[config.mk]
export PLATFORM = sky130hd
export DESIGN_NAME = rx_decim_accum
export DESIGN_NICKNAME = d
export VERILOG_FILES = /design/src/rtl/rxacc_pkg.sv /design/src/rtl/rxacc_widen.sv /design/src/rtl/rxacc_lane_bank.sv /design/src/rtl/rx_decim_accum.sv
export SDC_FILE = /design/constraint.sdc
export NUM_CORES = 1
export LEC_CHECK = 0
export BUFFER_PORTS_ARGS = -buffer_cell sky130_fd_sc_hd__buf_4
export CORE_ASPECT_RATIO = 1.5
export CORE_MARGIN = 1.5
export CORE_UTILIZATION = 51
export DETAILED_ROUTE_END_ITERATION = 8
export PLACE_DENSITY = 0.78
export SYNTH_ARGS = -nofsm -noshare
export SYNTH_HDL_FRONTEND = slang
export SYNTH_HIERARCHICAL = 1
export SYNTH_SLANG_ARGS = --single-unit
export TNS_END_PERCENT = 100
[constraint.sdc]
create_clock -name clk -period 11.8 [get_ports clk]
set_input_delay 3.54 -clock clk [delete_from_list [all_inputs] [get_ports clk]]
set_output_delay 3.54 -clock clk [all_outputs]
set_load 0.005 [all_outputs]
[src/rtl/rxacc_pkg.sv]
package rxacc_pkg;

   localparam int unsigned GRP_MAX = 4;
   localparam int unsigned GRP_CW  = $clog2(GRP_MAX);

   typedef enum logic [1:0] {
      GRP_ONE   = 2'd0,
      GRP_TWO   = 2'd1,
      GRP_FOUR  = 2'd2,
      GRP_ONE_B = 2'd3
   } grp_mode_e;

   // index of the final sample within a group for a given mode
   function automatic logic [GRP_CW-1:0] grp_last_idx(input logic [1:0] m);
      case (m)
         GRP_TWO:  grp_last_idx = GRP_CW'(1);
         GRP_FOUR: grp_last_idx = GRP_CW'(3);
         default:  grp_last_idx = '0;
      endcase
   endfunction

endpackage

[src/rtl/rxacc_widen.sv]
module rxacc_widen #(
   parameter int unsigned IN_W      = 12,
   parameter int unsigned OUT_W     = 16,
   parameter bit          SIGNED_IN = 1'b1
) (
   input  logic [IN_W-1:0]  raw_i,
   output logic [OUT_W-1:0] wide_o
);
   localparam int unsigned EXT_W = OUT_W - IN_W;

   generate
      if (OUT_W <= IN_W) begin : g_bad
         $error("rxacc_widen: OUT_W must exceed IN_W");
      end
      if (SIGNED_IN) begin : g_sext
         assign wide_o = {{EXT_W{raw_i[IN_W-1]}}, raw_i};
      end else begin : g_zext
         assign wide_o = {{EXT_W{1'b0}}, raw_i};
      end
   endgenerate
endmodule

[src/rtl/rxacc_lane_bank.sv]
module rxacc_lane_bank
   import rxacc_pkg::*;
#(
   parameter int unsigned NCH   = 16,
   parameter int unsigned SUM_W = 16,
   localparam int unsigned CHW  = $clog2(NCH)
) (
   input  logic             clk,
   input  logic             rst_n,
   input  logic             flush_i,
   input  logic [1:0]       mode_i,
   input  logic             hit_i,
   input  logic [CHW-1:0]   ch_i,
   input  logic [SUM_W-1:0] wide_i,
   output logic [SUM_W-1:0] sum_o,
   output logic             last_o
);
   logic [SUM_W-1:0]  acc_q [NCH];
   logic [GRP_CW-1:0] cnt_q [NCH];
   logic [SUM_W-1:0]  base_acc;
   logic [GRP_CW-1:0] base_cnt;

   always_comb begin
      base_acc = flush_i ? '0 : acc_q[ch_i];
      base_cnt = flush_i ? '0 : cnt_q[ch_i];
      sum_o    = base_acc + wide_i;
      last_o   = (base_cnt == grp_last_idx(mode_i));
   end

   generate
      for (genvar g = 0; g < NCH; g++) begin : g_lane
         logic sel;
         assign sel = hit_i && (ch_i == CHW'(g));
         always_ff @(posedge clk) begin
            if (!rst_n) begin
               acc_q[g] <= '0;
               cnt_q[g] <= '0;
            end else if (sel) begin
               if (last_o) begin
                  acc_q[g] <= '0;
                  cnt_q[g] <= '0;
               end else begin
                  acc_q[g] <= sum_o;
                  cnt_q[g] <= base_cnt + GRP_CW'(1);
               end
            end else if (flush_i) begin
               acc_q[g] <= '0;
               cnt_q[g] <= '0;
            end
         end
      end
   endgenerate
endmodule

[src/rtl/rx_decim_accum.sv]
module rx_decim_accum
   import rxacc_pkg::*;
#(
   parameter int unsigned NCH   = 16,
   parameter int unsigned IN_W  = 12,
   parameter int unsigned OUT_W = 16,
   localparam int unsigned CHW  = $clog2(NCH)
) (
   input  logic              clk,
   input  logic              rst_n,
   input  logic [1:0]        mode_sel,
   input  logic              in_valid,
   input  logic [CHW-1:0]    in_ch,
   input  logic [IN_W-1:0]   in_data,
   output logic              out_valid,
   output logic [CHW-1:0]    out_ch,
   output logic [OUT_W-1:0]  out_data
);
   generate
      if (OUT_W < IN_W + GRP_CW) begin : g_width_chk
         $error("rx_decim_accum: OUT_W too narrow for group sums");
      end
      if (NCH < 2) begin : g_nch_chk
         $error("rx_decim_accum: NCH must be at least 2");
      end
   endgenerate

   logic [1:0]       mode_q;
   logic             flush;
   logic [OUT_W-1:0] wide;
   logic [OUT_W-1:0] sum;
   logic             last;

   assign flush = (mode_sel != mode_q);

   rxacc_widen #(.IN_W(IN_W), .OUT_W(OUT_W), .SIGNED_IN(1'b1)) u_widen (
      .raw_i  (in_data),
      .wide_o (wide)
   );

   rxacc_lane_bank #(.NCH(NCH), .SUM_W(OUT_W)) u_bank (
      .clk     (clk),
      .rst_n   (rst_n),
      .flush_i (flush),
      .mode_i  (mode_sel),
      .hit_i   (in_valid),
      .ch_i    (in_ch),
      .wide_i  (wide),
      .sum_o   (sum),
      .last_o  (last)
   );

   always_ff @(posedge clk) begin
      if (!rst_n) begin
         mode_q    <= GRP_ONE;
         out_valid <= 1'b0;
         out_ch    <= '0;
         out_data  <= '0;
      end else begin
         mode_q    <= mode_sel;
         out_valid <= in_valid && last;
         if (in_valid && last) begin
            out_ch   <= in_ch;
            out_data <= sum;
         end
      end
   end
endmodule

; ---- Word level (Yosys, flattened, before mapping)
; Memories as Yosys holds them, arrays and structs flattened.
; Cells that the tools add are included.
[op_classes]
addsub = 2
eq_ne = 19
n_mux = 247
bitwise_logic = 96
n_reduce_logical = 18
[ops]
columns = operator, n
row1 = $mux W16, 49
row2 = $mux W1, 148
row3 = $mux W2, 49
row4 = $or A1 B1 Y1, 96
row5 = $eq A4 B4 Y1 const B, 8
row6 = $logic_and A1 B1 Y1, 17
row7 = $add A16 B16 Y16, 1
row8 = $eq A4 B3 Y1 const B, 4
row9 = $eq A4 B2 Y1 const B, 2
row10 = $eq A4 B1 Y1 const B, 1
row11 = $logic_not A4 Y1, 1
row12 = $pmux W2 S2, 1
row13 = $add A2 B1 Y2 const B, 1
row14 = $eq A2 B1 Y1 const B, 1
row15 = $eq A2 B2 Y1, 1
row16 = $eq A2 B2 Y1 const B, 1
row17 = $ne A2 B2 Y1, 1
[totals]
register_bits = 23
ram_bits = 288
in_bits = 21
out_inout_bits = 21
word_cells = 388
memories = 2
[memory_table]
columns = name, depth, word_bits, read_ports, rd_clocked_by_memory_dff, write_ports, line
row1 = u_bank.acc_q, 16, 16, 1, 0, 16, rxacc_lane_bank.sv:18  ; logic [SUM_W-1:0] acc_q [NCH];
row2 = u_bank.cnt_q, 16, 2, 1, 0, 16, rxacc_lane_bank.sv:19  ; logic [GRP_CW-1:0] cnt_q [NCH];

; ---- Longest topological paths before layout
; Gate-level depths: netlist (run 1).
[depth]
ltp_word = 10
depth_mapped = 19
depth_no_buf = 14

; ---- Cells and area by module
; The synthesis (run 1) kept the hierarchy.
[by_module_without_submodules]
columns = mod, n_inst, cells_per_inst, area_per_inst_um2, seq_area_each_um2
row1 = rxacc_lane_bank, 1, 1040, 13920.9, 8648.3
row2 = rx_decim_accum, 1, 101, 982.2, 460.4
row3 = rxacc_widen, 1, 16, 120.1, 0.0

; ---- Least setup slack after synthesis (run 1)
; Ideal clock, no wire load.
[synth_path]
path_kind = input to register
from = in in_ch[0]
to = mem u_bank.acc_q[0][14], data pin
setup_time_ns = 0.266
t_arrival_ns = 8.156
required_ns = 11.534
setup_slack_ns = 3.378
stages = 16
n_path_buf = 4
path_cell_list = buf_2 -> clkbuf_1 -> buf_1 -> mux4_2 -> mux4_2 -> nor2b_1 -> ha_1 -> fa_1 -> a21o_1 -> a21oi_1 -> nor3_1 -> a211oi_1 -> a21oi_1 -> xnor2_1 -> clkbuf_1 -> nor2_1
[synth_rtl]
columns = element, line
row1 = "start, declared", rx_decim_accum.sv:13  ; input logic [CHW-1:0] in_ch,
row2 = "end, declared", rxacc_lane_bank.sv:18

==> results.tsv, run 1 <==
stage	metric	value	unit
global_routing	largest net degree at the start of global routing	83	
pwr	part of the power in registers	52.7	%
yosys	Post-synth EDFFs	288	
global_routing	antenna violations before repair	0	
worst_setup_path	Worst Setup End Kind	flop	
sta	Clock Skew	0.0146	ns
clock_network	Root Driver	clkbuf_16	
run_status	outcome	finished, final reports clean	
pwr	sw power	0.587	mW
place	dpl hpwl	24900	um
hold_path	Min-Delay Path Class	flop to flop	
worst_setup_path	Largest stage delay, worst path	0.70	ns
sta	Period Utilization, post-route	67.9	%
floorplan	chip width	143	um
layout	Final nets	1183	
clock_network	cts hold-fix bufs	0	
sta	relative slew slack	13.6	%
worst_setup_path	startpoint types	input port	
place	setup slack at placement	3.22	ns
worst_setup_path	crit-path cells	buf_4, buf_4, mux4_2, mux4_2, nor2b_1, ha_1, a21o_1, a21oi_1, a21oi_1, o41ai_1, o21ai_0, xnor2_1, buf_4, nor4b_1	
detailed_routing	final wirelength	38400	um
worst_setup_path	Buf/Inv on CP	3	
clock_network	Gates resized, CTS repair	0	
sta	Max Clk Rate	0.125	GHz
global_routing	gr usage total	25.9	%
floorplan	core area	28800	um^2
clock_network	CTS Buf Count	27	
clock_network	clk slew on worst S/H paths	0.06	ns
clock_network	postcts setup bufs	0	
sta	setup TNS	0	ns
worst_setup_path	Worst EP arrival	8.39	ns
layout	area delta synth->final	7.93	%
floorplan	full die area	30500	um^2
pwr	Internal	1.86	mW
clock_network	CTS tree	built	
floorplan	Initial Util	52.1	%
hold_path	Worst Hold End	out_ch[0]	
detailed_routing	remaining antenna violation count	0	
yosys	Seq/Total Area, Yosys	60.6	%
pwr	Sw Ratio	24.0	%
pwr	Clk pwr share	36.1	%
yosys	ys async rst share	0	%
floorplan	Ports	42	
worst_setup_path	Worst Reg-to-Reg Cells	12	
yosys	Synthesized Nets	1195	
worst_setup_path	worst reg2reg setup slack	7.39	ns
sta	Slew Viols, Final	0	
global_routing	total congestion overflow	0	
detailed_routing	First DRT Iteration DRCs	1164	
sta	Final min period	8.01	ns
place	I/O Buffers	41	
floorplan	Cell Rows	76	
layout	antenna cells	0	
yosys	Mapped Avg Cell Area	13.0	um^2
detailed_routing	1st-pass router iterations	8	
clock_network	Num Clock Sinks	311	
worst_setup_path	most used cell, CP	buf_4	
pwr	combinational fraction of design power	11.2	%
worst_setup_path	r2r endpoint	u_bank/acc_q[9][10]	
yosys	Mapped Cells	1157	
place	gpl congestion	0.895	
worst_setup_path	delay-heaviest family, CP	buffers and inverters	
clock_network	htree depth	1	
yosys	Primary FF master, synth	edfxtp_1	
sta	RSZ-0062 raised after global routing	false	
floorplan	Die Ht	213	um
worst_setup_path	Max FO, Critical Path	45	
detailed_routing	Vias/cell	6.35	
yosys	post-synth cell types	57	
run	max-cap violation count	0	
hold_path	Worst Hold Launch	out_ch[0]	
worst_setup_path	worst r2r src	u_bank/acc_q[10][0]	
detailed_routing	Wirelength per Cell	24.7	um
yosys	Post-Syn Area	15000	um^2
pwr	Pleak	6.12	nW
pwr	peak supply drop	0.0940	mV
clock_network	Longest Clk Path Bufs	3	
yosys	YS warnings	6	
worst_setup_path	slowest library cell on the worst path	buf_4	
worst_setup_path	kind of critical path	input port to flop	
layout	fraction of layout instances using a drive strength above 1	18.2	%
sta	final setup margin	3.79	ns
detailed_routing	via count	9879	
hold_path	Hold Crit Depth	2	
global_routing	first-pass GRT wire length	57400	um
worst_setup_path	Crit path required time	12.17	ns
layout	number of fill cells in the layout	2253	
sta	Finish-stage setup viols	0	
sta	Fin. Hold Viols	0	
yosys	register bit total from synthesis	311	
sta	Worst-Margin Slew	1.29	ns
global_routing	vias in the first global route	9827	
detailed_routing	DRC Markers	0	
pwr	pwr dens	151	nW/um^2
clock_network	Worst-Skew Late Latency	0.56	ns
==> metal layers <==
| layer | vias to the layer above | GRT usage (%) | part of all wire, % |
|---|---|---|---|
| li1 | 4187 | - | - |
| met1 | 4903 | 29.1 | 33 |
| met2 | 627 | 46.4 | 53 |
| met3 | 162 | 3.25 | 8.2 |
| met4 | 0 | 16.3 | 6.1 |
| met5 | - | 0 | 0 |
==> power groups by stage <==
stage | clock (mW) | combinational (mW) | sequential, mW
after global routing | 0.935 | 0.289 | 1.30
final | 0.885 | 0.274 | 1.29
after detailed placement | 0 | 0.270 | 1.31
after global placement | 0 | 0.266 | 1.31
after CTS | 0.897 | 0.271 | 1.29
after floorplan | 0 | 0.196 | 1.30
==> stage by stage <==
stage / utilization (%) / power (mW) / hold WS (ns) / std cells / instance area (um^2)
after floorplan: - / 1.50 / 0.456 / 1157 / 15000
after global placement: 53.3 / 1.58 / 0.447 / 1506 / 15300
after detailed placement: 53.3 / 1.58 / 0.450 / 1506 / 15300
after CTS: 56.3 / 2.46 / 0.461 / 1556 / 16200
after global routing: 56.3 / 2.52 / 0.479 / 1556 / 16200
final: 56.3 / 2.45 / 0.458 / 1556 / 16200
==> registers in the layout, indices dropped and copies added, names as in the netlist <==
name	cells
mode_q	2
out_ch	4
out_data	16
out_valid	1
u_bank/acc_q	256
u_bank/cnt_q	32
==> cell type report <==
cell class	instances	area (um^2)	share of cell area (%)
flip-flops and latches	311	9110	56.2
multi-input cells	742	5320	32.8
clock buffers	40	744	4.59
well taps	390	488	3.01
repair buffers	52	390	2.41
clock inverters	10	125	0.772
inverters	11	41.3	0.255
==> worst max-delay path by stage <==
stage / from / end / slack (ns) / depth (start not counted)
floorplan: in_ch[0] / u_bank/acc_q[0][14] / 3.38 / 16
global placement: in_ch[0] / u_bank/acc_q[12][15] / 3.23 / 14
detailed placement: in_ch[0] / u_bank/acc_q[12][15] / 3.22 / 14
CTS: in_ch[0] / u_bank/acc_q[3][10] / 3.78 / 13
global route: in_ch[0] / u_bank/acc_q[12][15] / 3.36 / 14
finish: in_ch[0] / u_bank/acc_q[12][15] / 3.79 / 14
==> worst min-delay path: stages (launching register included) <==
cell	delay, ns
dfxtp_1	0.31
nand2_1	0.07
o21ai_2	0.05
==> synthesized netlist by cell type (all sizes together), types with 3 or more instances <==
cell type | instances | share of area, %
a21o | 6 | 0.30
a21oi | 15 | 0.50
and2 | 9 | 0.39
and3 | 10 | 0.42
buf | 56 | 2.8
clkbuf | 37 | 0.92
dfxtp | 23 | 3.1
edfxtp | 288 | 58
ha | 16 | 1.3
inv | 11 | 0.27
mux2 | 11 | 0.82
mux2i | 4 | 0.27
mux4 | 83 | 12
nand2 | 111 | 3.0
nand2b | 5 | 0.21
nand3 | 29 | 0.97
nand3b | 5 | 0.25
nand4 | 29 | 1.5
nor2 | 299 | 7.5
nor2b | 23 | 0.96
nor3 | 13 | 0.43
o21ai | 29 | 1.5
o21bai | 3 | 0.15
xnor2 | 12 | 0.70
xor2 | 4 | 0.23
==> kinds of logic (layout without fill, tap and decap cells) <==
logic type	after synthesis	in the layout	synth area share, %
AOI/OAI and AO/OA	69	69	3.32
xor gates and xnor gates	16	16	0.933
adders and majority gates	17	17	1.47
buffers and inverters	104	113	4.03
DFF	311	311	60.6
muxes	98	98	13.5
and+or+nand+nor	542	542	16.1
==> layout by cell type, fill, tap and decap left out, types with 15 or more instances in the layout <==
cell         n
a21oi_1     15
buf_4       52
clkbuf_16   27
dfxtp_1     23
edfxtp_1   288
ha_1        16
mux4_2      83
nand2_1    105
nand3_1     29
nand4_1     26
nor2_1     299
nor2b_1     23
o21ai_2     20
(Power assumes the default switching activity.)
==> run 2: changes to the inputs <==
--- a/config.mk
+++ b/config.mk
@@ -10,7 +10,7 @@
 export CORE_MARGIN = 1.5
 export CORE_UTILIZATION = 51
 export DETAILED_ROUTE_END_ITERATION = 8
-export PLACE_DENSITY = 0.78
+export PLACE_DENSITY = 0.81
 export SYNTH_ARGS = -nofsm -noshare
 export SYNTH_HDL_FRONTEND = slang
 export SYNTH_HIERARCHICAL = 1
==> constraint.sdc (replaced) <==
create_clock -name clk -period 7.2 [get_ports clk]
set_input_delay 2.16 -clock clk [delete_from_list [all_inputs] [get_ports clk]]
set_output_delay 2.16 -clock clk [all_outputs]
set_load 0.005 [all_outputs]
==> run 2 against run 1 <==
- sequential share of layout area down 0.68 points
- clock power up 62%
- power up 63%
- register-to-register slack worse by 4.6 ns
- global-route usage up 0.76 points
- sequential power up 64%
- critical endpoint is now u_bank/acc_q[12][10]
- via count up 0.37%
==> results.tsv, run 2 (same netlist as run 1, synthesis figures left out) <==
stage	metric	value	unit
run_status	outcome	finished, final reports clean	
layout	antenna cells	0	
layout	area delta synth->final	9.24	%
clock_network	postcts setup bufs	0	
detailed_routing	First DRT Iteration DRCs	1239	
sta	RSZ-0062 raised after global routing	false	
worst_setup_path	Worst Setup End Kind	flop	
clock_network	CTS Buf Count	27	
detailed_routing	via count	9916	
layout	Largest register FFs	256	
hold_path	Hold Crit Depth	2	
layout	most frequent cells in the layout	nor2_1, edfxtp_1, nand2_1	
global_routing	antenna violations before repair	0	
place	DP Area	15500	um^2
global_routing	first-pass GRT wire length	59100	um
layout	number of fill cells in the layout	2219	
pwr	pwr dens	244	nW/um^2
pwr	Clk pwr share	35.6	%
place	dpl hpwl	25900	um
worst_setup_path	kind of critical path	input port to flop	
pwr	sw power	0.980	mW
global_routing	gr usage total	26.7	%
layout	Final nets	1207	
detailed_routing	1st-pass router iterations	6	
worst_setup_path	Crit path required time	7.56	ns
clock_network	Longest Clk Path Bufs	3	
layout	multi-input logic area	5320	um^2
sta	Fin. Hold Viols	0	
detailed_routing	DRC Markers	0	
global_routing	largest net degree at the start of global routing	84	
clock_network	Gates resized, CTS repair	0	
layout	fraction of layout instances using a drive strength above 1	20.2	%
hold_path	Min-Delay Path Class	flop to flop	
worst_setup_path	startpoint types	input port	
layout	fin area	16400	um^2
detailed_routing	final wirelength	39600	um
worst_setup_path	Max FO, Critical Path	25	
sta	Finish-stage setup viols	0	
floorplan	Ports	42	
pwr	peak supply drop	0.157	mV
layout	commonest non-fill, non-tap cell in the layout	nor2_1	
layout	sequential cell area	9110	um^2
sta	setup TNS	0	ns
clock_network	Root Driver	clkbuf_16	
sta	Worst-Margin Slew	1.21	ns
pwr	Pleak	6.22	nW
pwr	combinational fraction of design power	11.6	%
global_routing	vias in the first global route	10216	
clock_network	clk slew on worst S/H paths	0.06	ns
layout	Most flops, register	u_bank/acc_q	
clock_network	Num Clock Sinks	311	
pwr	Sw Ratio	24.4	%
worst_setup_path	Largest stage delay, worst path	0.57	ns
pwr	Internal	3.03	mW
sta	relative slew slack	19.2	%
floorplan	Cell Rows	76	
floorplan	Initial Util	52.1	%
pwr	part of the power in registers	52.7	%
run	max-cap violation count	0	
clock_network	Worst-Skew Late Latency	0.56	ns
sta	Period Utilization, post-route	85.7	%
detailed_routing	Wirelength per Cell	25.0	um
worst_setup_path	crit-path cells	buf_4, mux4_2, mux4_2, nor2b_1, ha_1, fa_1, a21o_1, a21oi_1, nor3_1, a211oi_1, xnor2_1, nand2_1, nor3_1	
detailed_routing	remaining antenna violation count	0	
worst_setup_path	Worst EP arrival	6.53	ns
sta	Max Clk Rate	0.162	GHz
layout	Largest regs	u_bank/acc_q x256, u_bank/cnt_q x32, out_data x16	
floorplan	Die Ht	213	um
global_routing	total congestion overflow	0	
floorplan	chip width	143	um
floorplan	core area	28800	um^2
clock_network	cts hold-fix bufs	0	
clock_network	CTS tree	built	
sta	Slew Viols, Final	0	
detailed_routing	Vias/cell	6.28	
worst_setup_path	slowest library cell on the worst path	mux4_2	
place	gpl congestion	0.886	
floorplan	full die area	30500	um^2
clock_network	htree depth	1	
sta	Clock Skew	0.0298	ns
place	I/O Buffers	41	
sta	Final min period	6.17	ns
worst_setup_path	Worst Reg-to-Reg Cells	12	
## run 2: cell count changes in the layout (fill, tap and decap cells not counted)
cell,before,now
clkbuf_1,11,10
buf_4,52,74
buf_12,0,2
clkinv_2,3,2
clkinv_1,3,0
clkinvlp_4,0,3
bufinv_16,3,1
clkbuf_8,2,5
inv_6,1,2
## run 2: stage by stage
stage                     hold slack, ns  worst slack, ns  power, mW  instances  utilization, %
after CTS                          0.463             1.06       4.01       1580            57.0
after floorplan                    0.456            0.158       2.46       1157               -
final                              0.461             1.03       4.01       1580            57.0
after detailed placement           0.452            0.495       2.61       1530            54.0
after global placement             0.448            0.618       2.59       1530            54.0
after global routing               0.474            0.759       4.12       1580            57.0
## run 2: final timing paths
path                            slack [ns]           startpoint              endpoint
worst max-delay path                  1.03             in_ch[0]  u_bank/acc_q[12][10]
worst min register to register        0.46            out_ch[2]             out_ch[2]
worst max register to register        2.82  u_bank/acc_q[14][0]  u_bank/acc_q[12][10]
worst min-delay path                  0.46            out_ch[2]             out_ch[2]
## run 2: critical path, delay by kind of cell
family          cells  cell delay, ns
buf+inv             1            0.44
simple gates        4            1.01
compound gates      3            0.87
mux                 2            1.03
xor+xnor            1            0.23
fa+ha+maj           2            0.77
## run 2: cell type report
type,count,share of cell area [%]
well taps,390,2.97
clock buffers,42,4.76
multi-input cells,742,32.4
repair buffers,76,3.63
clock inverters,8,0.488
flip-flops and latches,311,55.5
inverters,11,0.252
## run 2: power by group through the flow
stage	clock, mW	sequential (mW)	combinational (mW)
2_1_floorplan	0	2.14	0.321
3_3_place_gp	0	2.14	0.446
3_5_place_dp	0	2.15	0.455
4_1_cts	1.44	2.11	0.458
5_1_grt	1.51	2.12	0.490
6_report	1.43	2.11	0.466
## run 2: metal layers
metal / wire length [um] / vias to the layer above / part of all wire [%] / GRT usage [%]
li1: - / 4223 / - / -
met1: 12400 / 4853 / 31 / 28.7
met2: 20600 / 668 / 52 / 47.5
met3: 3390 / 172 / 8.6 / 3.92
met4: 3130 / 0 / 7.9 / 19.3
met5: 0 / - / 0 / 0
==> run 3: changes to the inputs <==
==> constraint.sdc (replaced) <==
create_clock -name clk -period 7.2 [get_ports clk]
set_input_delay 1.44 -clock clk [delete_from_list [all_inputs] [get_ports clk]]
set_output_delay 1.44 -clock clk [all_outputs]
set_load 0.005 [all_outputs]
==> run 3 against run 2 <==
- utilization fell by 0.49 points
- via count fell by 0.34%
- first-iteration DRC count rose by 2.5%
- fmax rose by 6.8%
- clock skew fell by 0.019 ns
- clock power rose by 6%
- final cell count fell by 1.6%
- largest power group unchanged
==> results.tsv, run 3 (same netlist as run 1, synthesis figures left out) <==
stage	metric	value	unit
sta	Max Clk Rate	0.173	GHz
floorplan	full die area	30500	um^2
sta	Slew Viols, Final	0	
global_routing	vias in the first global route	9878	
sta	Worst-Margin Slew	1.39	ns
clock_network	Root Driver	clkbuf_16	
detailed_routing	1st-pass router iterations	5	
sta	RSZ-0062 raised after global routing	false	
layout	Largest regs	u_bank/acc_q x256, u_bank/cnt_q x32, out_data x16	
sta	Fin. Hold Viols	0	
clock_network	CTS tree	built	
worst_setup_path	Crit path required time	7.57	ns
floorplan	chip width	143	um
pwr	peak supply drop	0.146	mV
clock_network	clk slew on worst S/H paths	0.07	ns
worst_setup_path	startpoint types	input port	
floorplan	Initial Util	52.1	%
place	gpl congestion	0.925	
global_routing	antenna violations before repair	0	
layout	most frequent cells in the layout	nor2_1, edfxtp_1, nand2_1	
clock_network	cts hold-fix bufs	0	
run	max-cap violation count	0	
place	DP Area	15300	um^2
hold_path	Min-Delay Path Class	flop to flop	
place	dpl hpwl	24900	um
global_routing	gr usage total	26.7	%
worst_setup_path	Worst Setup End Kind	flop	
sta	setup TNS	0	ns
sta	Period Utilization, post-route	80.3	%
layout	Final nets	1182	
global_routing	largest net degree at the start of global routing	84	
clock_network	postcts setup bufs	0	
worst_setup_path	Max FO, Critical Path	50	
worst_setup_path	Worst EP arrival	6.15	ns
layout	fin area	16300	um^2
clock_network	htree depth	1	
clock_network	Num Clock Sinks	311	
place	I/O Buffers	41	
layout	antenna cells	0	
detailed_routing	Wirelength per Cell	25.6	um
pwr	pwr dens	252	nW/um^2
layout	Largest register FFs	256	
sta	Clock Skew	0.0107	ns
layout	fraction of layout instances using a drive strength above 1	18.6	%
sta	relative slew slack	7.12	%
detailed_routing	DRC Markers	0	
clock_network	Longest Clk Path Bufs	3	
floorplan	Ports	42	
sta	Final min period	5.78	ns
detailed_routing	remaining antenna violation count	0	
clock_network	Gates resized, CTS repair	0	
detailed_routing	via count	9882	
layout	commonest non-fill, non-tap cell in the layout	nor2_1	
layout	area delta synth->final	8.31	%
detailed_routing	Vias/cell	6.35	
clock_network	CTS Buf Count	27	
global_routing	first-pass GRT wire length	58900	um
clock_network	Worst-Skew Late Latency	0.57	ns
detailed_routing	final wirelength	39800	um
floorplan	Cell Rows	76	
pwr	Pleak	6.14	nW
worst_setup_path	kind of critical path	input port to flop	
layout	Most flops, register	u_bank/acc_q	
floorplan	core area	28800	um^2
detailed_routing	First DRT Iteration DRCs	1270	
floorplan	Die Ht	213	um
sta	Finish-stage setup viols	0	
run_status	outcome	finished, final reports clean	
global_routing	total congestion overflow	0	
[run 3: worst max-delay path, stage by stage]
cell and delay (ns):
buf_4 0.67, mux4_2 0.61, mux4_2 0.45, nor2b_1 0.14, ha_1 0.27, fa_1 0.51
a21o_1 0.22, a21oi_1 0.33, nor3_1 0.17, a211oi_1 0.40, xnor2_1 0.24, nand2_1 0.36
nor3_1 0.30
[run 3: stage by stage]
stage | hold slack (ns) | instances | total power [mW] | util [%] | worst slack [ns]
6_report | 0.461 | 1555 | 4.09 | 56.5 | 1.42
5_1_grt | 0.475 | 1555 | 4.20 | 56.5 | 1.19
4_1_cts | 0.463 | 1555 | 4.10 | 56.5 | 1.51
3_5_place_dp | 0.452 | 1505 | 2.60 | 53.3 | 0.936
3_3_place_gp | 0.447 | 1505 | 2.58 | 53.3 | 1.06
2_1_floorplan | 0.456 | 1157 | 2.46 | - | 0.878
[run 3: path summary, 6_finish.rpt]
| check | startpoint | endpoint | slack [ns] | depth (start not counted) |
|---|---|---|---|---|
| max reg2reg | u_bank/acc_q[12][0] | u_bank/acc_q[12][10] | 2.77 | 12 |
| max | in_ch[0] | u_bank/acc_q[12][10] | 1.42 | 13 |
| min | out_data[3] | out_data[3] | 0.46 | 2 |
| min reg2reg | out_data[3] | out_data[3] | 0.46 | 2 |
[run 3: report_power, final]
group | internal (mW) | total (mW) | switching [mW]
Sequential | 2.08 | 2.12 | 0.0327
Clock | 0.871 | 1.52 | 0.652
Combinational | 0.147 | 0.455 | 0.307
[run 3: final cells by class]
type	instances	area, um^2
inverter	11	41.3
sequential	311	9110
tap	390	488
clock buffer	36	741
clock inverter	14	181
fill	2180	12500
timing repair buffer	51	395
multi-input combinational	742	5320
[run 3: per-layer routing]
metal / wire length, um / GRT usage [%]
met5: 0 / 0
met4: 2960 / 18.9
met3: 3660 / 5.05
met2: 20400 / 46.1
met1: 12800 / 29.5
